<file path="src/rtl/rxs_pkg.sv">
package rxs_pkg;
  localparam int RXS_WORD_W = 32;

  typedef struct packed {
    logic [RXS_WORD_W-1:0] info;
    logic [RXS_WORD_W-1:0] id;
    logic [RXS_WORD_W-1:0] da;
    logic [RXS_WORD_W-1:0] db;
  } rxs_frame_t;
endpackage

</file>
<file path="src/rtl/rxs_rst_sync.sv">
module rxs_rst_sync (
  input  logic clk,
  input  logic rst_n,
  output logic rst_sync_n
);
  logic [1:0] sync_q;

  always_ff @(posedge clk or negedge rst_n) begin
    if (!rst_n) sync_q <= 2'b00;
    else        sync_q <= {sync_q[0], 1'b1};
  end

  assign rst_sync_n = sync_q[1];
endmodule

</file>
<file path="src/rtl/rxs_store.sv">
module rxs_store
  import rxs_pkg::*;
#(
  parameter int DEPTH = 2
) (
  input  logic       clk,
  input  logic       rst_n,
  input  logic       push_i,
  input  logic       rel_i,
  input  rxs_frame_t frame_i,
  output rxs_frame_t frame_o,
  output logic       nonempty_o,
  output logic       avail_d_o,
  output logic       rel_eff_o,
  output logic       drop_o
);
  localparam int PTR_W = (DEPTH > 1) ? $clog2(DEPTH) : 1;
  localparam int CNT_W = $clog2(DEPTH + 1);
  localparam logic [PTR_W-1:0] LAST_PTR = PTR_W'(DEPTH - 1);
  localparam logic [CNT_W-1:0] FULL_CNT = CNT_W'(DEPTH);

  rxs_frame_t       mem [DEPTH];
  logic [PTR_W-1:0] wr_ptr_q, wr_ptr_d;
  logic [PTR_W-1:0] rd_ptr_q, rd_ptr_d;
  logic [CNT_W-1:0] cnt_q, cnt_d;
  logic             rel_eff, push_ok;

  // next state: a release frees its entry before the push asks for room
  always_comb begin
    rel_eff  = rel_i && (cnt_q != '0);
    push_ok  = push_i && (rel_eff || (cnt_q != FULL_CNT));
    cnt_d    = cnt_q + CNT_W'(push_ok) - CNT_W'(rel_eff);
    wr_ptr_d = wr_ptr_q;
    rd_ptr_d = rd_ptr_q;
    if (push_ok) wr_ptr_d = (wr_ptr_q == LAST_PTR) ? '0 : wr_ptr_q + 1'b1;
    if (rel_eff) rd_ptr_d = (rd_ptr_q == LAST_PTR) ? '0 : rd_ptr_q + 1'b1;
  end

  always_ff @(posedge clk or negedge rst_n) begin
    if (!rst_n) begin
      cnt_q    <= '0;
      wr_ptr_q <= '0;
      rd_ptr_q <= '0;
    end else begin
      cnt_q    <= cnt_d;
      wr_ptr_q <= wr_ptr_d;
      rd_ptr_q <= rd_ptr_d;
    end
  end

  for (genvar e = 0; e < DEPTH; e++) begin : g_entry
    logic wr_en;
    assign wr_en = push_ok && (wr_ptr_q == PTR_W'(e));
    always_ff @(posedge clk) begin
      if (wr_en) mem[e] <= frame_i;
    end
  end

  assign frame_o    = mem[rd_ptr_q];
  assign nonempty_o = (cnt_q != '0);
  assign avail_d_o  = (cnt_d != '0);
  assign rel_eff_o  = rel_eff;
  assign drop_o     = push_i && !push_ok;
endmodule

</file>
<file path="src/rtl/rxs_irq.sv">
module rxs_irq #(
  parameter int HOLD_CYC = 2
) (
  input  logic clk,
  input  logic rst_n,
  input  logic rel_eff_i,
  input  logic avail_d_i,
  output logic irq_o
);
  localparam int HW = $clog2(HOLD_CYC + 1);

  logic [HW-1:0] hold_q, hold_d;
  logic          irq_q, irq_d;

  always_comb begin
    if (rel_eff_i)          hold_d = HW'(HOLD_CYC);
    else if (hold_q != '0)  hold_d = hold_q - 1'b1;
    else                    hold_d = hold_q;
    irq_d = avail_d_i && (hold_d == '0);
  end

  always_ff @(posedge clk or negedge rst_n) begin
    if (!rst_n) begin
      hold_q <= '0;
      irq_q  <= 1'b0;
    end else begin
      hold_q <= hold_d;
      irq_q  <= irq_d;
    end
  end

  assign irq_o = irq_q;
endmodule

</file>
<file path="src/rtl/rxs_ovr.sv">
module rxs_ovr (
  input  logic clk,
  input  logic rst_n,
  input  logic drop_i,
  input  logic clr_i,
  output logic ovr_o,
  output logic ovr_irq_o
);
  logic ovr_q, ovr_d;
  logic pulse_q, pulse_d;

  // a drop outranks a clear arriving in the same cycle
  always_comb begin
    ovr_d   = drop_i || (ovr_q && !clr_i);
    pulse_d = ovr_d && !ovr_q;
  end

  always_ff @(posedge clk or negedge rst_n) begin
    if (!rst_n) begin
      ovr_q   <= 1'b0;
      pulse_q <= 1'b0;
    end else begin
      ovr_q   <= ovr_d;
      pulse_q <= pulse_d;
    end
  end

  assign ovr_o     = ovr_q;
  assign ovr_irq_o = pulse_q;
endmodule

</file>
<file path="src/rtl/rx_dual_store.sv">
module rx_dual_store
  import rxs_pkg::*;
#(
  parameter int DEPTH    = 2,
  parameter int HOLD_CYC = 2
) (
  input  logic                  clk,
  input  logic                  rst_n,
  input  logic                  push_i,
  input  logic [RXS_WORD_W-1:0] push_info_i,
  input  logic [RXS_WORD_W-1:0] push_id_i,
  input  logic [RXS_WORD_W-1:0] push_da_i,
  input  logic [RXS_WORD_W-1:0] push_db_i,
  input  logic                  release_i,
  input  logic                  clr_ovr_i,
  output logic [RXS_WORD_W-1:0] rd_info_o,
  output logic [RXS_WORD_W-1:0] rd_id_o,
  output logic [RXS_WORD_W-1:0] rd_da_o,
  output logic [RXS_WORD_W-1:0] rd_db_o,
  output logic                  full_o,
  output logic                  ovr_o,
  output logic                  rx_irq_o,
  output logic                  ovr_irq_o
);
  logic       rst_sync_n;
  rxs_frame_t frame_in, frame_out;
  logic       avail_d, rel_eff, drop;

  assign frame_in = '{info: push_info_i, id: push_id_i, da: push_da_i, db: push_db_i};

  rxs_rst_sync u_rst (
    .clk        (clk),
    .rst_n      (rst_n),
    .rst_sync_n (rst_sync_n)
  );

  rxs_store #(.DEPTH(DEPTH)) u_store (
    .clk        (clk),
    .rst_n      (rst_sync_n),
    .push_i     (push_i),
    .rel_i      (release_i),
    .frame_i    (frame_in),
    .frame_o    (frame_out),
    .nonempty_o (full_o),
    .avail_d_o  (avail_d),
    .rel_eff_o  (rel_eff),
    .drop_o     (drop)
  );

  rxs_irq #(.HOLD_CYC(HOLD_CYC)) u_irq (
    .clk       (clk),
    .rst_n     (rst_sync_n),
    .rel_eff_i (rel_eff),
    .avail_d_i (avail_d),
    .irq_o     (rx_irq_o)
  );

  rxs_ovr u_ovr (
    .clk       (clk),
    .rst_n     (rst_sync_n),
    .drop_i    (drop),
    .clr_i     (clr_ovr_i),
    .ovr_o     (ovr_o),
    .ovr_irq_o (ovr_irq_o)
  );

  assign rd_info_o = frame_out.info;
  assign rd_id_o   = frame_out.id;
  assign rd_da_o   = frame_out.da;
  assign rd_db_o   = frame_out.db;
endmodule

</file>
<file path="config.mk">
export PLATFORM = sky130hd
export DESIGN_NAME = rx_dual_store
export DESIGN_NICKNAME = d
export VERILOG_FILES = /design/src/rtl/rxs_pkg.sv /design/src/rtl/rxs_rst_sync.sv /design/src/rtl/rxs_store.sv /design/src/rtl/rxs_irq.sv /design/src/rtl/rxs_ovr.sv /design/src/rtl/rx_dual_store.sv
export SDC_FILE = /design/constraint.sdc
export NUM_CORES = 1
export LEC_CHECK = 0
export BUFFER_PORTS_ARGS = -buffer_cell sky130_fd_sc_hd__buf_2
export CORE_UTILIZATION = 45
export CTS_CLUSTER_DIAMETER = 80
export CTS_CLUSTER_SIZE = 14
export DETAILED_ROUTE_END_ITERATION = 16
export HOLD_SLACK_MARGIN = 0.02
export PLACE_DENSITY = 0.68
export SLEW_MARGIN = 0
export SYNTH_ARGS = -nofsm -noshare
export SYNTH_HDL_FRONTEND = slang
export SYNTH_HIERARCHICAL = 1
export SYNTH_SLANG_ARGS = --single-unit
</file>
<file path="constraint.sdc">
create_clock -name clk -period 2.16 [get_ports clk]
set_input_delay 0.108 -clock clk [delete_from_list [all_inputs] [get_ports clk]]
set_output_delay 0.108 -clock clk [all_outputs]
set_load 0.1 [all_outputs]
</file>
### Word level (Yosys, flattened, before mapping)

Memory sizes are Yosys's and may differ from the RTL's.
Index checks and enable logic that the tools add are counted.
Widths: inputs -> output; s select.

* register bits after elaboration: 11
* latch bits: 0
* RAM bits: 256
* memory bits (read-only): 0
* input bits: 133
* output and inout bits: 132
* logic and storage cells: 45
* memories kept: 1

* add/sub/neg operators: 5
* multipliers: 0
* div/mod/pow operators: 0
* magnitude comparators: 0
* equality and inequality tests: 1
* shifts and indexed selects: 0
* mux-type cells: 11
* bitwise logic cells: 1
* reduce and logical (&&, ||, !) cells: 18

Memories
* u_store.mem: depth 2, bits a word 128, rd ports 1, clocked after memory_dff 0, wr ports 1, line rxs_store.sv:22 `rxs_frame_t mem [DEPTH];`

Operators by type and width (number)
* $mux 128: 1
* $reduce_or 128->1: 1
* $logic_and 1x1->1: 8
* $mux 1: 8
* $reduce_bool 2->1: 3
* $mux 2: 2
* $logic_not 1->1: 3
* $add 1x1->1 const B: 2
* $add 2x1->2: 1
* $logic_not 2->1: 1
* $logic_or 1x1->1: 2
* $ne 2x2->1 const B: 1
* $sub 2x1->2: 1
* $sub 2x1->2 const B: 1
* $not 1->1: 1

### Logic depth before layout (Yosys ltp)

* word-level depth: 9
* mapped depth: 7
* mapped depth without buffers: 7

### By module

The synthesis kept the hierarchy.

By module, submodules not included
* rxs_store: instances 1, cells each 425, area an instance 9486.6 µm², sequential area each 7787.5 µm²
* rxs_irq: instances 1, cells each 6, area an instance 108.9 µm², sequential area each 75.1 µm²
* rxs_ovr: instances 1, cells each 5, area an instance 67.6 µm², sequential area each 50.0 µm²
* rxs_rst_sync: instances 1, cells each 3, area an instance 53.8 µm², sequential area each 50.0 µm²

### Least setup slack after synthesis

Ideal clock, no wire load.

* path type: reg-to-reg
* start: register u_store.cnt_q[1]
* end: memory u_store/mem[0][0] in the netlist's numbering, enable pin
* library setup time: 0.618 ns
* arrival time: 6.026 ns
* required time: 1.542 ns
* slack: -4.484 ns
* stages on the path, launching flop included: 4
* buffers on the path: 0
* period minus slack after synthesis: 6.644 ns
* path through: dfrtp_1 -> or3b_1 -> nand2_2 -> nor2_1

* elaborated cells between the ends (all ways): 14
* classes of those cells: eq/ne: 1; mux: 6; reduce/logical: 7

RTL lines
* start: declaration: line rxs_store.sv:25 `logic [CNT_W-1:0] cnt_q, cnt_d;`
* start signal: assignment: line rxs_store.sv:45 `cnt_q <= cnt_d;`
* $reduce_bool 2->1: line rxs_store.sv:30 `rel_eff = rel_i && (cnt_q != '0);`
* $logic_and 1x1->1: line rxs_store.sv:30
* $logic_or 1x1->1 *: line rxs_store.sv:31 `push_ok = push_i && (rel_eff || (cnt_q != FULL_CNT));`
* $logic_and 1x1->1 *: line rxs_store.sv:31
* $logic_and 1x1->1 *: line rxs_store.sv:53 `assign wr_en = push_ok && (wr_ptr_q == PTR_W'(e));`
* via u_store.g_entry[0].wr_en: line rxs_store.sv:52 `logic wr_en;`
* $mux 1 *: line rxs_store.sv:55 `if (wr_en) mem[e] <= frame_i;`
* $mux 1 (not written as such) *: line rxs_store.sv:55
* $mux 1 (no source line) *
* end: declaration: line rxs_store.sv:22

Mark *: on every way through the listed nets, which the timed path passes. The rest lies on a longest branch.

### Worst setup path in the final report

* start: register u_store.rd_ptr_q
* end: output port rd_db_o[24]

* longest elaborated chain between the ends: 1

RTL lines
* start: declaration: line rxs_store.sv:24 `logic [PTR_W-1:0] rd_ptr_q, rd_ptr_d;`
* start signal: assignment: line rxs_store.sv:47 `rd_ptr_q <= rd_ptr_d;`
* $mem_v2 2x128
* end: declaration: line rx_dual_store.sv:19 `output logic [RXS_WORD_W-1:0] rd_db_o,`

Every way passes these cells.

==> impl.org <==
** Placed design
- Detailed placement ended at an HPWL of 11900 microns.
- Number of I/O port buffers :: 264
- Weighted congestion reported at the end of routability-driven placement :: 0.750

** Critical path
- The critical path is of the flip-flop to output port type.
- The critical path starts at u_store/rd_ptr_q.
- Cell at the slowest stage of the critical path :: dfrtp_4
- Data arrives at the worst endpoint at 2010 ps.
- Counting both buffers and inverters, the worst setup path holds a total of 2.
- End point of the critical path :: rd_db_o[24]
- Cell family with most CP delay :: buffers and inverters
- Worst setup slack for register-to-register paths :: 220 ps
- Critical Path Start Type :: flip-flop
- Longest individual stage delay on the worst path :: 450 ps
- Crit-path cells :: buf_16 -> mux2_2 -> clkbuf_4
- The worst register-to-register path begins at u_store/cnt_q[1].
- The worst setup path is captured at an output port.
- Data required, critical path :: 2050 ps
- Along the worst path, the maximum fanout reaches 72.
- The endpoint identified for the worst register-to-register timing path is u_store/mem[1][44].
- For the worst flop-to-flop path, the logic depth is 3.
- Number of cells on the critical path :: 3

** STA
- Finish-stage setup viols :: 0
- Measured slew at the worst slew-check pin :: 553 ps
- Tmin final :: 2110 ps
- Final clock period utilization by the worst path :: 97.9%
- Based on the critical path, the design can be clocked at up to 473 MHz.
- Hold Violations, Final :: 0
- Final clock skew :: 14.2 ps
- For the final routed database, the setup TNS stands at 0 ps.
- Max-slew headroom :: 63.1%
- The count of final max-slew check failures is 0.

** Run status
- The flow ran to the end, and the final reports show no timing, DRC or antenna violations.

** Clock tree
- Htree depth :: 1
- Clock root buffer :: clkbuf_16
- Number of post-CTS setup repair buffers :: 0
- Longest Clk Path Bufs :: 3
- The tree built by TritonCTS fans out to 267 sinks.
- Clk Latency, worst-skew pair :: 500 ps
- Number of clock buffers inserted by TritonCTS :: 23
- After clock tree synthesis, the clock-pin slew on the worst setup and hold paths is 60 ps.
- TritonCTS clock tree :: yes

** Yosys
- The netlist uses 26 different library cells.
- Summing every instance area after synthesis gives 9720 sq um.
- Counting flops and latches in the post-synthesis netlist gives 267.
- Net count after synthesis :: 573
- Count of warnings emitted by yosys :: 6
- Gate count after technology mapping :: 439
- Of the synthesized area, sequential elements account for 81.9%.
- Synthesized area per cell :: 22.1 sq um

** Layout
- Share of final-layout standard cells stronger than drive strength 1 :: 50.1%
- Area overhead of the layout relative to synthesis :: 39.5%
- In the final layout, the multi-input gates occupy 1660 sq um.
- Once layout is complete, the utilization of the core stands at 64.3%.
- Total area of sequential cells :: 7970 sq um
- Final-layout fill cell count :: 1465
- Number of nets in the layout :: 991

** Detailed routing
- Total via count after detailed routing :: 5442
- The pre-antenna-repair detailed-routing pass consisted of 5 iterations.
- Dividing the detail-routed wire length by the instance count gives 16.8 microns.
- The final layout contains routed wiring with a total length of 19300 microns.
- DRC viols :: 0
- Per-cell via count in the routed design :: 4.74
- In this run, the number of DRC markers left after iteration 0 of detailed routing was 147.
- Remaining antenna violation count after routing :: 0

** Worst hold path
- Path type of the worst min-delay path :: input port to flip-flop

** Floorplanning
- The core region is 21100 sq um.
- In this run the core area contains 53 standard-cell rows.
- Count of boundary I/O pins :: 265
- The floorplan step defined a die boundary enclosing 22200 sq um.
- In this run the vertical extent of the chip is 149 microns.
- Starting Density :: 46.1%
- From left edge to right edge, the die measures 149 microns.

** Global routing
- For this run the aggregate overflow at the end of global routing stands at 0.
- The number of global-route vias before repair is 5877.
- Initial antenna violation count :: 1
- Pin count of the biggest net entering global routing :: 73
- Across every metal layer, demand over resource in global routing totals 17.1%.
- The first global-routing pass estimated 29500 microns of wire.

** Job
- The tool flagged a number of max-cap violations equal to 0.
-- registers in the layout, summed over array words and instances (netlist names) --
name	cells
u_store/mem	256
u_irq/hold_q	2
u_rst/sync_q	2
u_store/cnt_q	2
u_irq/irq_o	1
u_ovr/ovr_irq_o	1
u_ovr/ovr_o	1
u_store/rd_ptr_q	1
u_store/wr_ptr_q	1
-- logic make-up after synthesis --
group                      share of synthesized area [%]
DFF                                                 81.9
muxes                                               14.9
and+or+nand+nor                                     1.17
buffers and inverters                               1.11
AOI/OAI and AO/OA                                  0.309
xor gates and xnor gates                           0.361
adders and majority gates                          0.129
other                                             0.0386
-- layout make-up --
class,count,area share [%]
Timing Repair Buffer,407,21.5
Multi-Input combinational cell,156,12.2
Inverter,2,0.0554
Tap cell,275,2.54
Clock buffer,40,4.72
Antenna cell,1,0.0185
Sequential cell,267,58.8
Clock inverter,1,0.120
-- layer usage --
metal  up-vias  track usage, %  routed length [microns]
met4         0            5.31                      447
met3        39            3.43                     1300
li1       2569               -                        -
met2       205            31.4                     9880
met1      2629            20.2                     7690
met5         -               0                        0
-- cells in the mapped netlist --
| cell | instances | area share [%] |
|---|---|---|
| inv_1 | 2 | 0.077 |
| or3b_1 | 1 | 0.090 |
| nand2b_1 | 1 | 0.064 |
| a21o_1 | 1 | 0.077 |
| a21o_2 | 1 | 0.090 |
| mux2_2 | 128 | 15 |
| a21oi_2 | 1 | 0.090 |
| and2_1 | 1 | 0.064 |
| edfxtp_1 | 256 | 79 |
| ha_1 | 1 | 0.13 |
| xnor2_1 | 2 | 0.18 |
| a21oi_1 | 1 | 0.051 |
| buf_2 | 2 | 0.10 |
| conb_1 | 1 | 0.039 |
| and3_2 | 1 | 0.077 |
| buf_4 | 12 | 0.93 |
| nand2_2 | 1 | 0.064 |
| mux2i_1 | 1 | 0.10 |
| nor3b_2 | 2 | 0.26 |
| and4bb_2 | 1 | 0.13 |
| xor2_1 | 2 | 0.18 |
| nor2b_1 | 2 | 0.13 |
| or2_2 | 1 | 0.064 |
| dfrtp_1 | 11 | 2.8 |
| nand2_1 | 2 | 0.077 |
| nor2_1 | 4 | 0.15 |
-- cell usage in the layout (no fill, tap or decap), drive strengths merged, types with 2 or more instances in the layout --
| cell | count |
|---|---|
| dlygate4sd3 | 132 |
| mux2 | 128 |
| dfrtp | 11 |
| xor2 | 2 |
| buf | 255 |
| edfxtp | 256 |
| xnor2 | 2 |
| nor2 | 4 |
| inv | 2 |
| a21oi | 2 |
| a21o | 2 |
| nor2b | 2 |
| nand2 | 3 |
| nor3b | 2 |
| clkbuf | 60 |
-- worst min-delay path: stages --
cell	delay, ps
buf_2	130
and2_1	230
nor3b_2	70
-- stage by stage --
step,worst slack [ps],instances,hold slack [ps],area [sq um]
finish,46.3,1149,73.7,13600
global placement,280,975,-107,11500
global route,-6.59,1149,122,13600
detailed placement,215,975,-103,11500
floorplan,-835,439,-188,9720
CTS,3.96,1148,52.1,13400
-- worst min path at each step --
stage	from	end	depth (start not counted)
floorplan	rst_n	u_rst/sync_q[0]	0
global placement	rst_n	u_rst/sync_q[0]	1
detailed placement	rst_n	u_rst/sync_q[0]	1
CTS	release_i	u_irq/hold_q[0]	3
global route	release_i	u_irq/hold_q[0]	3
finish	release_i	u_irq/irq_o	3
-- what timing repair did --
action                     4_1_cts  5_1_grt
gates resized for setup          1       70
setup endpoints to repair        6       45
hold buffers                   132        0
gates cloned                     0        0
hold endpoints to repair       260        0
Power is left out: the tool's default activity adds up to more than one toggle a clock period on the data nets, which glitch-free logic cannot reach.
